[config.mk]
export PLATFORM = sky130hd
export DESIGN_NAME = tmr8_presc
export DESIGN_NICKNAME = d
export VERILOG_FILES = /design/src/rtl/tmr8_presc.sv
export SDC_FILE = /design/constraint.sdc
export NUM_CORES = 1
export LEC_CHECK = 0
export BUFFER_PORTS_ARGS = -buffer_cell sky130_fd_sc_hd__clkbuf_2
export CORE_UTILIZATION = 32
export CTS_BUF_LIST = sky130_fd_sc_hd__clkbuf_2 sky130_fd_sc_hd__clkbuf_4 sky130_fd_sc_hd__clkbuf_8
export DETAILED_ROUTE_END_ITERATION = 10
export HOLD_SLACK_MARGIN = 0.05
export PLACE_DENSITY = 0.45
export SYNTH_ARGS = -nofsm -noshare
export SYNTH_HDL_FRONTEND = slang
export SYNTH_SLANG_ARGS = --single-unit
[constraint.sdc]
create_clock -name clk -period 4.8 [get_ports clk]
set_input_delay 0.24 -clock clk [delete_from_list [all_inputs] [get_ports clk]]
set_output_delay 0.24 -clock clk [all_outputs]
set_load 0.03 [all_outputs]
[src/rtl/tmr8_presc.sv]
module tmr8_presc #(
  parameter int DW = 8,
  parameter int RW = 3
) (
  input  logic          clk,
  input  logic          rst_n,
  input  logic [1:0]    addr,
  input  logic          wr_en,
  input  logic [DW-1:0] wr_data,
  output logic [DW-1:0] rd_data,
  input  logic          ext_pin,
  input  logic          sleep,
  output logic          irq,
  output logic          wdt_tick
);
  localparam int PW = 1 << RW;
  localparam int CW = 3 + RW;

  logic [DW-1:0] cnt;
  logic          src_ext, edge_fall, psa;
  logic [RW-1:0] ratio;
  logic          flag, ien;
  logic [1:0]    inh;
  logic [PW-1:0] psc;
  logic [2:0]    sy;

  wire wr_cnt  = wr_en && addr == 2'd0;
  wire wr_ctrl = wr_en && addr == 2'd1;
  wire wr_irq  = wr_en && addr == 2'd2;

  logic [PW:0]   mask_w;
  logic [PW-1:0] mask;
  assign mask_w = ((PW+1)'(1) << (32'(ratio) + 1)) - (PW+1)'(1);
  assign mask   = mask_w[PW-1:0];
  wire psc_full = (psc & mask) == mask;

  wire ext_hit   = edge_fall ? (sy[2] & ~sy[1]) : (sy[1] & ~sy[2]);
  wire src_pulse = src_ext ? ext_hit : 1'b1;
  wire gated     = src_pulse & ~sleep & (inh == 2'd0);
  wire psc_step  = psa ? 1'b1 : gated;
  wire tmr_step  = psa ? gated : (gated & psc_full);
  wire ovf       = tmr_step & (cnt == '1) & ~wr_cnt;

  assign wdt_tick = psa & psc_full;
  assign irq      = flag & ien;

  always_ff @(posedge clk or negedge rst_n) begin
    if (!rst_n) sy <= '0;
    else        sy <= {sy[1:0], ext_pin};
  end

  always_ff @(posedge clk or negedge rst_n) begin
    if (!rst_n) begin
      src_ext <= 1'b0; edge_fall <= 1'b0; psa <= 1'b1; ratio <= '0;
    end else if (wr_ctrl) begin
      src_ext   <= wr_data[0];
      edge_fall <= wr_data[1];
      psa       <= wr_data[2];
      ratio     <= wr_data[3 +: RW];
    end
  end

  always_ff @(posedge clk or negedge rst_n) begin
    if (!rst_n) begin
      cnt <= '0; inh <= '0; psc <= '0;
    end else begin
      if (wr_cnt)        cnt <= wr_data;
      else if (tmr_step) cnt <= cnt + 1'b1;
      if (wr_cnt)              inh <= 2'd2;
      else if (inh != 2'd0)    inh <= inh - 2'd1;
      if (wr_cnt)        psc <= '0;
      else if (psc_step) psc <= psc + 1'b1;
    end
  end

  always_ff @(posedge clk or negedge rst_n) begin
    if (!rst_n) begin
      flag <= 1'b0; ien <= 1'b0;
    end else begin
      if (ovf)         flag <= 1'b1;
      else if (wr_irq) flag <= wr_data[0];
      if (wr_irq)      ien  <= wr_data[1];
    end
  end

  always_comb begin
    rd_data = '0;
    case (addr)
      2'd0: rd_data = cnt;
      2'd1: rd_data[CW-1:0] = {ratio, psa, edge_fall, src_ext};
      2'd2: rd_data[1:0] = {ien, flag};
      default: rd_data = '0;
    endcase
  end

  p_step_r3: assert property (@(posedge clk) disable iff (!rst_n)
    !wr_cnt |=> (cnt == $past(cnt) || cnt == $past(cnt) + DW'(1)));

  p_inhibit_r4: assert property (@(posedge clk) disable iff (!rst_n)
    (inh != 2'd0 && !wr_cnt) |=> cnt == $past(cnt));

  p_sleep_r11: assert property (@(posedge clk) disable iff (!rst_n)
    (sleep && !wr_cnt) |=> cnt == $past(cnt));

  p_wrap_r9: assert property (@(posedge clk) disable iff (!rst_n)
    (cnt == '1 && tmr_step && !wr_cnt) |=> (flag && cnt == '0));

  p_sticky_r10: assert property (@(posedge clk) disable iff (!rst_n)
    (flag && !wr_irq) |=> flag);

  p_wdt_once_r8: assert property (@(posedge clk) disable iff (!rst_n)
    (wdt_tick && !wr_en) |=> !wdt_tick);
endmodule

==> results of run 1 <==
worst reg2reg max path: stages (launching register included):
cell and delay (ns):
dfrtp_1 0.50, or3_1 0.42, ha_1 0.25, nor2b_1 0.18
mux2_4 0.29, o41ai_4 0.64, and3_1 0.44, o211ai_1 0.16
flip-flops by register name, indices dropped and copies added, names as in the netlist:
name and flops:
cnt 8, ratio 3, sy 3, inh 2
ien 1, edge_fall 1, psa 1, flag 1
src_ext 1, psc 8
through the flow:
step / util, % / cells / worst slack, ns / power (mW) / hold slack, ns
6_report: 38.3 / 297 / 1.78 / 0.904 / 0.0225
5_1_grt: 38.3 / 297 / 1.60 / 0.977 / 0.0930
4_1_cts: 38.1 / 296 / 1.77 / 0.915 / 0.0516
3_5_place_dp: 36.3 / 288 / 1.79 / 0.688 / 0.341
3_3_place_gp: 36.3 / 288 / 1.85 / 0.690 / 0.335
2_1_floorplan: - / 203 / 2.21 / 0.615 / -0.0556
per-layer routing:
metal,routed length [µm],vias up,share of wire (%)
met5,0,-,0
met4,67,0,1.5
met3,163,6,3.7
met2,1910,32,43
met1,2270,724,51
li1,-,780,-
logic make-up after synthesis:
family                     Yosys count  share of synthesized area, %
AOI/OAI and AO/OA                   43                          16.9
other                                1                         0.199
DFF                                 29                          38.6
xor gates and xnor gates             5                          2.33
adders and majority gates            4                          2.66
and+or+nand+nor                     89                          25.4
muxes                               15                          8.97
buffers and inverters               17                          4.98
worst min path at each step:
stage	cells past startpoint	slack, ns	end
after floorplan	0	-0.06	cnt[0]
after global placement	0	0.33	sy[1]
after detailed placement	0	0.34	sy[1]
after CTS	1	0.05	sy[0]
after global routing	1	0.09	sy[2]
final	1	0.02	sy[0]
area by class of cell:
cell class	instances	area, µm²
Tap cell	72	90.1
Inverter	5	18.8
Multi-Input combinational cell	157	1060
Sequential cell	29	727
Fill cell	593	3440
Timing Repair Buffer	26	138
Clock buffer	8	97.6
cell usage after synthesis, drive strengths merged (2+ instances only):
master / instances
nor2: 20
clkbuf: 8
nand3: 4
nor2b: 5
or3b: 3
and2: 4
a21oi: 10
mux2i: 6
buf: 4
nor3: 6
or3: 4
o21ai: 12
and3: 5
o211ai: 11
xor2: 5
inv: 5
nand4: 9
ha: 4
nand3b: 2
mux2: 9
nor3b: 3
nand2: 18
dfrtp: 28
timing repair:
item,CTS,global route
hold endpoints to repair,0,1
setup buffers,0,0
resized for setup,0,0
hold buffers,0,1
power by group through the flow:
stage / Clock (mW) / Combinational (mW) / Sequential, mW
2_1_floorplan: 0 / 0.277 / 0.338
3_3_place_gp: 0 / 0.321 / 0.369
4_1_cts: 0.229 / 0.323 / 0.363
5_1_grt: 0.237 / 0.364 / 0.376
6_report: 0.222 / 0.319 / 0.363
3_5_place_dp: 0 / 0.320 / 0.368
==> summary.txt, run 1 <==
Setup path
  • Setup slack, reg-to-reg: between 1.5 and 2 ns
  • Critical Path RT: 4.94 ns
  • Critical Path Sink Type: flip-flop
  • Stages on the worst setup path: 7
  • Reg2Reg Depth: 7
  • WP buf/inv: 0
  • Worst-path cell chain: or3_1 > ha_1 > nor2b_1 > mux2_4 > o41ai_4 > and3_1 > o211ai_1
  • Reg2reg end: cnt[5]
  • Critical path class: reg -> reg
  • Worst Path Arrival: 3.16 ns
  • Startpoint class of the critical path: flip-flop
  • CP startpoint: ratio[2]
  • Slowest cell on crit path: o41ai_4
  • Critical path peak fanout: 10
  • CP max stage delay: between 0.6 and 0.7 ns
  • Critical path's top delay family: simple AND/OR/NAND/NOR gates
  • Worst setup endpoint: cnt[5]
  • Worst reg2reg path startpoint: ratio[2]

GRT
  • Met1 Usage GRT: 22.4%
  • GR Overflow Total: 0
  • GR met3 Demand/Resource: between 3 and 4%
  • Largest net degree at the start of global routing: 30
  • GRT busiest layer: met2
  • GRT Overall Usage: 15.9%
  • Global-route wire length before repair: ~7500 µm
  • Antenna violations before repair: 0
  • Vias in the first global route: approximately 1.5k
  • Met2 Usage GRT: 23.7%

Finish
  • Commonest non-fill, non-tap cell in the layout: dfrtp_1
  • Post-layout instance area: around 2100 µm²
  • Antenna Cells: 0
  • Fin nets: 243
  • Most frequent cells in the layout: dfrtp_1 (28), clkbuf_2 (24), nor2_1 (20), nand2_1 (18), o21ai_0 (12)
  • Area grow syn2layout: 13.3%
  • Layout cell share with drive strength beyond 1: 22.7%

Synthesis
  • Mapped Avg Cell Area: 9.28 µm²
  • Synthesized instance count: between 200 and 250
  • Post-synth ARST share: 100%
  • YS warnings: 0
  • Synthesized area: 1880 µm²
  • Yosys top cell by area: dfrtp_1
  • Synth cell types: between 40 and 50
  • Seq cells post-synth: 29
  • Dominant synthesized flop cell: dfrtp_1
  • Synth area leaders: dfrtp_1 (37%), mux2_2 (4.2%), nor2_1 (4.0%)
  • Syn_nets: 222
  • Post-synth EDFFs: 0
  • Register area share after synthesis: 38.6%
  • Post-synth top area share: a little under two fifths

Clocking
  • CTS tree: done
  • Maximum clock path buffer count: 2
  • CTS Buf Count: 5
  • Skew-Pair Late Insertion Delay: about 0.28 ns
  • Clk root buf: clkbuf_8
  • Htree depth: 2
  • Clock sinks: 29
  • Worst-path clk slew: roughly 0.06 ns

Place
  • Area post-placement: 2030 µm²
  • HPWL after detailed placement: about 3100 µm
  • IO Port Bufs: 24
  • Gp weighted congestion: around 0.75

Detailed routing
  • Vias per cell: 5.19
  • Via count: between 1.5k and 2k
  • DRT antenna net count: 0
  • DR iter-0 viols: 94
  • Routed wire per std cell: 14.8 µm
  • DR pass1 iterations: 4
  • Drt total wl: 4410 µm
  • Remaining DRCs: 0

Timing
  • Setup Skew: between 0.003 and 0.004 ns
  • RSZ-0062 raised after global routing: false
  • Final period util: 62.9%
  • Fmax: 331 MHz
  • Setup TNS Final: 0 ns
  • Tmin final: 3.02 ns
  • Worst-Margin Slew: a little under 0.8 ns
  • Hold Vio Cnt, Final: 0
  • Final Setup Violations: 0
  • Slew margin rel.: 48.7%
  • Max Slew Vio Count: 0

Floorplanning
  • IO Pins: 25
  • Die width: 78.7 µm
  • Die ar.: 6200 µm²
  • Initial Utilization: 33.8%
  • Die Y-Extent: 78.7 µm
  • Core area: 5570 µm²
  • Row count: 27

Hold path
  • Worst hold path type: in -> async

Power
  • Flop pwr share: between 40% and 50%
  • Logic pwr share: 35.3%
  • Worst vdd ir: 0.000143 V
  • Pleak: approximately 0.95 nW
  • Clk pwr share: 24.5%
  • Switching power: 0.337 mW
  • Power Internal: 0.567 mW
  • Net Sw Frac: a little under two fifths
  • Pwr per Cell Area: 424 nW/µm²

Status
  • Status: finished, final reports clean

Job
  • Maxcap violations: 0
Note: power is estimated with default switching activity, not from simulation.
==> run 2, diff against run 1 <==
clock period = 2.85 ns   (was 4.8 ns; I/O delays follow)
==> run 2 against run 1 <==
Net effect: clock power grew 100%; count of clock-buffer cells in the layout is 1 lower; final area increased by 3.3%; largest cell class unchanged; flip-flop and latch count did not move; sequential share of layout area shrank 1.1 points; critical path depth did not move; power up 79%; register-to-register slack lost 1.4 ns; hold slack gained 0.093 ns; critical endpoint is now wdt_tick; non-clock buffer count is 6 higher; critical path type is now reg -> out; via count increased by 2.0%; sequential power increased by 64%.
==> summary.txt, run 2 (synthesis results as in run 1) <==
Status
  • Status: finished, final reports clean

Timing
  • Worst-Margin Slew: 0.769 ns
  • Fmax: ~390 MHz
  • Final period util: 89.1%
  • Hold Vio Cnt, Final: 0
  • Max Slew Vio Count: 0
  • Hold slack: 0.116 ns
  • Final Setup Violations: 0
  • Slew margin rel.: 48.8%
  • Tmin final: around 2.5 ns
  • RSZ-0062 raised after global routing: false
  • Setup Skew: 0.00606 ns
  • Setup TNS Final: 0 ns

Clocking
  • Clock sinks: 29
  • CTS tree: done
  • Post_cts resized: 0
  • Worst-path clk slew: 0.07 ns
  • Clk root buf: clkbuf_8
  • Htree depth: 2
  • Postcts setup bufs: 0
  • Skew-Pair Late Insertion Delay: between 0.2 and 0.3 ns
  • Hold Buf Count CTS: 2
  • Maximum clock path buffer count: 2
  • CTS Buf Count: 5

GRT
  • Vias in the first global route: 1504
  • Largest net degree at the start of global routing: 30
  • Global-route wire length before repair: 7560 µm
  • GRT Overall Usage: 15.8%
  • GR Overflow Total: 0
  • Antenna violations before repair: 0

Detailed routing
  • DR iter-0 viols: 83
  • Vias per cell: approximately 5.2
  • Remaining DRCs: 0
  • Routed wire per std cell: 14.6 µm
  • Drt total wl: 4410 µm
  • Via count: 1573
  • DRT antenna net count: 0
  • DR pass1 iterations: 4

Power
  • Pwr per Cell Area: 735 nW/µm²
  • Pleak: approximately 0.99 nW
  • Tot Pwr: around 1.6 mW
  • Worst vdd ir: between 0.0002 and 0.0003 V

Finish
  • Layout cell share with drive strength beyond 1: 24.2%
  • Fin nets: 249
  • Area grow syn2layout: 17.0%
  • Post-layout instance area: 2200 µm²
  • Antenna Cells: 0
  • Biggest regs: cnt (8), psc (8)
  • Most frequent cells in the layout: dfrtp_1 (28), clkbuf_2 (24), nor2_1 (20), nand2_1 (18), o21ai_0 (12)
  • Commonest non-fill, non-tap cell in the layout: dfrtp_1
  • # fillers: between 500 and 600

Place
  • Gp weighted congestion: 0.789
  • Area post-placement: 2060 µm²
  • IO Port Bufs: 24
  • HPWL after detailed placement: 3150 µm

Setup path
  • Reg2reg end: cnt[1]
  • WP buf/inv: 1
  • Reg2Reg Depth: 8
  • Slowest cell on crit path: or3_1
  • Worst reg2reg path startpoint: ratio[2]
  • Worst Path Arrival: 2.40 ns
  • Startpoint class of the critical path: flip-flop
  • CP max stage delay: 0.38 ns
  • Critical Path RT: 2.71 ns
  • Worst-path cell chain: or3_1 > ha_1 > nor2b_1 > mux2_4 > nor4_1 > and3_1 > clkbuf_2
  • Critical path class: reg -> out
  • Critical path's top delay family: simple AND/OR/NAND/NOR gates
  • Critical path peak fanout: 7
  • Critical Path Sink Type: output port
  • Setup slack, reg-to-reg: approximately 0.34 ns

Floorplanning
  • Die ar.: a little over 6000 µm²
  • Core area: 5570 µm²
  • Die Y-Extent: 78.7 µm
  • IO Pins: 25
  • Initial Utilization: between 30% and 40%
  • Row count: 27
  • Die width: 78.7 µm

Hold path
  • Worst hold path type: in -> reg
  • Hold path cells: 3
  • Min-Delay Startpoint: wr_data[0]
  • Hold EP: cnt[0]

Job
  • Maxcap violations: 0
-- run 2: cell count changes in the layout (fill, tap and decap cells not counted), sizes merged --
cell | before | now
buf | 1 | 6
dlygate4sd3 | 1 | 2
bufinv | 0 | 1
clkbuf | 32 | 31
-- run 2: worst min-delay path, cell delays in order --
cell and delay, ns:
clkbuf_2 0.11, nand2_1 0.05, nand3_1 0.06
-- run 2: worst max path at each step --
stage,from,endpoint,depth (start not counted)
after global placement,ratio[2],cnt[5],7
after CTS,ratio[2],wdt_tick,7
after detailed placement,ratio[2],cnt[2],7
after global routing,ratio[2],cnt[2],7
final,ratio[2],wdt_tick,7
after floorplan,ratio[2],cnt[5],9
-- run 2: through the flow --
step / worst slack [ns] / std cells / util (%)
floorplan: 0.255 / 203 / -
global placement: 0.330 / 293 / 37.0
detailed placement: 0.335 / 293 / 37.0
CTS: 0.306 / 303 / 39.5
global route: 0.185 / 303 / 39.5
finish: 0.310 / 303 / 39.5
-- run 2: final cells by class --
| cell class | instances | area [µm²] | area share [%] |
|---|---|---|---|
| tap | 72 | 90.1 | 4.09 |
| sequential | 29 | 727 | 33.0 |
| clock buffer | 7 | 90.1 | 4.09 |
| timing repair buffer | 32 | 185 | 8.40 |
| inverter | 5 | 18.8 | 0.852 |
| clock inverter | 1 | 30.0 | 1.36 |
| multi-input combinational | 157 | 1060 | 48.2 |
-- run 2: metal layers --
layer | part of all wire, % | vias up | GRT usage [%] | routed length (µm)
li1 | - | 790 | - | -
met1 | 51 | 743 | 22.8 | 2260
met2 | 43 | 35 | 24.2 | 1900
met3 | 4.7 | 5 | 2.76 | 209
met4 | 0.88 | 0 | 3.89 | 39
met5 | 0 | - | 0 | 0
-- run 2: report_power, final --
part | switching [mW] | leakage (nW) | internal, mW | total, mW
Clock | 0.154 | 0.0619 | 0.294 | 0.448
Sequential | 0.0934 | 0.338 | 0.501 | 0.594
Combinational | 0.319 | 0.588 | 0.257 | 0.576
==> run 3, diff against run 2 <==
==> constraint.sdc (replaced) <==
create_clock -name clk -period 2.85 [get_ports clk]
set_input_delay 0.4275 -clock clk [delete_from_list [all_inputs] [get_ports clk]]
set_output_delay 0.4275 -clock clk [all_outputs]
set_load 0.03 [all_outputs]
==> run 3 against run 2 <==
Net effect: hold slack better by 0.089 ns; fmax fell by 5.8%; clock skew is 0.00062 ns lower; clock power about the same; flip-flop and latch count stayed put; sequential share of layout area decreased by 0.57 points; critical endpoint unchanged; largest power group is now combinational logic.
==> summary.txt, run 3 (synthesis results as in run 1) <==
Status
  • Status: finished, final reports clean

Detailed routing
  • DR iter-0 viols: 58
  • DR pass1 iterations: 4
  • Vias per cell: 5.23
  • Via count: 1584
  • Remaining DRCs: 0
  • Routed wire per std cell: 14.8 µm
  • Drt total wl: 4480 µm
  • DRT antenna net count: 0

Floorplanning
  • Die Y-Extent: 78.7 µm
  • Die ar.: 6200 µm²
  • Core area: 5570 µm²
  • Initial Utilization: 33.8%
  • IO Pins: 25
  • Die width: between 70 and 80 µm
  • Row count: 27

Timing
  • Slew margin rel.: 49.7%
  • Worst-Margin Slew: 0.754 ns
  • Tmin final: 2.70 ns
  • RSZ-0062 raised after global routing: false
  • Setup Skew: 0.00543 ns
  • Final Setup Violations: 0
  • Hold Vio Cnt, Final: 0
  • Max Slew Vio Count: 0
  • Setup TNS Final: 0 ns
  • Final period util: 94.6%
  • Fmax: 371 MHz

Setup path
  • Critical Path Sink Type: output port
  • Startpoint class of the critical path: flip-flop
  • Worst-path cell chain: or3_4 > ha_4 > nor2b_1 > mux2_4 > nor4_4 > and3_4 > buf_6
  • Worst Path Arrival: around 2.3 ns
  • Slowest cell on crit path: or3_4
  • Critical Path RT: 2.42 ns
  • CP max stage delay: 0.40 ns
  • Setup slack, reg-to-reg: 0.38 ns
  • Reg2reg end: cnt[1]
  • Critical path peak fanout: 7
  • Worst reg2reg path startpoint: ratio[2]
  • Critical path class: reg -> out
  • Reg2Reg Depth: 8

Clocking
  • Postcts setup bufs: 0
  • CTS tree: done
  • Clk root buf: clkbuf_8
  • Htree depth: 2
  • Clock sinks: 29
  • Worst-path clk slew: 0.07 ns
  • CTS Buf Count: 5
  • Skew-Pair Late Insertion Delay: around 0.28 ns
  • Maximum clock path buffer count: 2

Finish
  • Most frequent cells in the layout: dfrtp_1 (28), clkbuf_2 (23), nor2_1 (20), nand2_1 (18), o21ai_0 (12)
  • Layout cell share with drive strength beyond 1: around 27%
  • Fin nets: 249
  • Final non-filler cell total: between 300 and 400
  • Antenna Cells: 0
  • Area grow syn2layout: 19.1%
  • Biggest regs: cnt (8), psc (8)
  • Commonest non-fill, non-tap cell in the layout: dfrtp_1

GRT
  • Met1 Usage GRT: 21.1%
  • GRT busiest layer: met2
  • Antenna violations before repair: 0
  • GRT Overall Usage: approximately 16%
  • Largest net degree at the start of global routing: 30
  • GR Overflow Total: 0
  • GR met3 Demand/Resource: roughly 3.4%
  • Vias in the first global route: 1485
  • Met2 Usage GRT: 25.3%
  • Global-route wire length before repair: 7430 µm

Place
  • Post-Place Cells: 295
  • IO Port Bufs: 24
  • Gp weighted congestion: about 0.76
  • HPWL after detailed placement: 3200 µm

Job
  • Maxcap violations: 0

Power
  • Worst vdd ir: 0.000279 V
  • Pwr per Cell Area: 736 nW/µm²
  • Pleak: about 0.99 nW

Hold path
  • Worst hold path type: in -> async
run 3: cell count changes in the layout (fill, tap and decap cells not counted), sizes merged:
cell,delta
dlygate4sd3,-2
clkbuf,-1
buf,+3
run 3: final cells by class:
cell class                      instances  area, µm²
Clock buffer                            7       90.1
Clock inverter                          1       30.0
Fill cell                             589       3330
Inverter                                5       18.8
Multi-Input combinational cell        157       1100
Sequential cell                        29        727
Tap cell                               72       90.1
Timing Repair Buffer                   32        186
run 3: worst max path at each step:
stage	start	end	slack (ns)	depth (start not counted)
after floorplan	ratio[2]	cnt[5]	0.26	9
after global placement	ratio[2]	cnt[7]	0.31	7
after detailed placement	ratio[2]	wdt_tick	0.34	7
after CTS	ratio[2]	wdt_tick	0.02	7
after global routing	ratio[2]	wdt_tick	0.05	7
final	ratio[2]	wdt_tick	0.15	7
run 3: power by group:
group / switching, mW / leakage (nW) / internal (mW)
Clock: 0.157 / 0.0619 / 0.294
Combinational: 0.333 / 0.593 / 0.271
Sequential: 0.0946 / 0.338 / 0.501
run 3: metrics by stage:
step	instance area [µm²]	total power, mW	worst slack (ns)	hold slack [ns]	utilization, %
6_report	2240	1.65	0.153	0.205	40.2
5_1_grt	2240	1.76	0.0530	0.248	40.2
4_1_cts	2200	1.65	0.0213	0.239	39.4
3_5_place_dp	2080	1.18	0.336	0.343	37.3
3_3_place_gp	2080	1.19	0.310	0.334	37.3
2_1_floorplan	1880	1.04	0.255	0.132	-
run 3: timing repair:
item | CTS | global route
setup endpoints to repair | 0 | 1
hold buffers | 0 | 0
gates resized for setup | 0 | 10
run 3: per-layer routing:
layer	vias up	wire length (µm)	share of wire, %
met5	-	0	0
met4	0	30	0.67
met3	4	148	3.3
met2	35	1980	44
met1	752	2320	52
li1	793	-	-
run 3: critical path: cells and delay by family, from the launching register on:
kind          cells  cell delay, ns
mux               1            0.30
fa+ha+maj         1            0.18
buf+inv           1            0.12
simple gates      4            1.02
flops             1            0.38
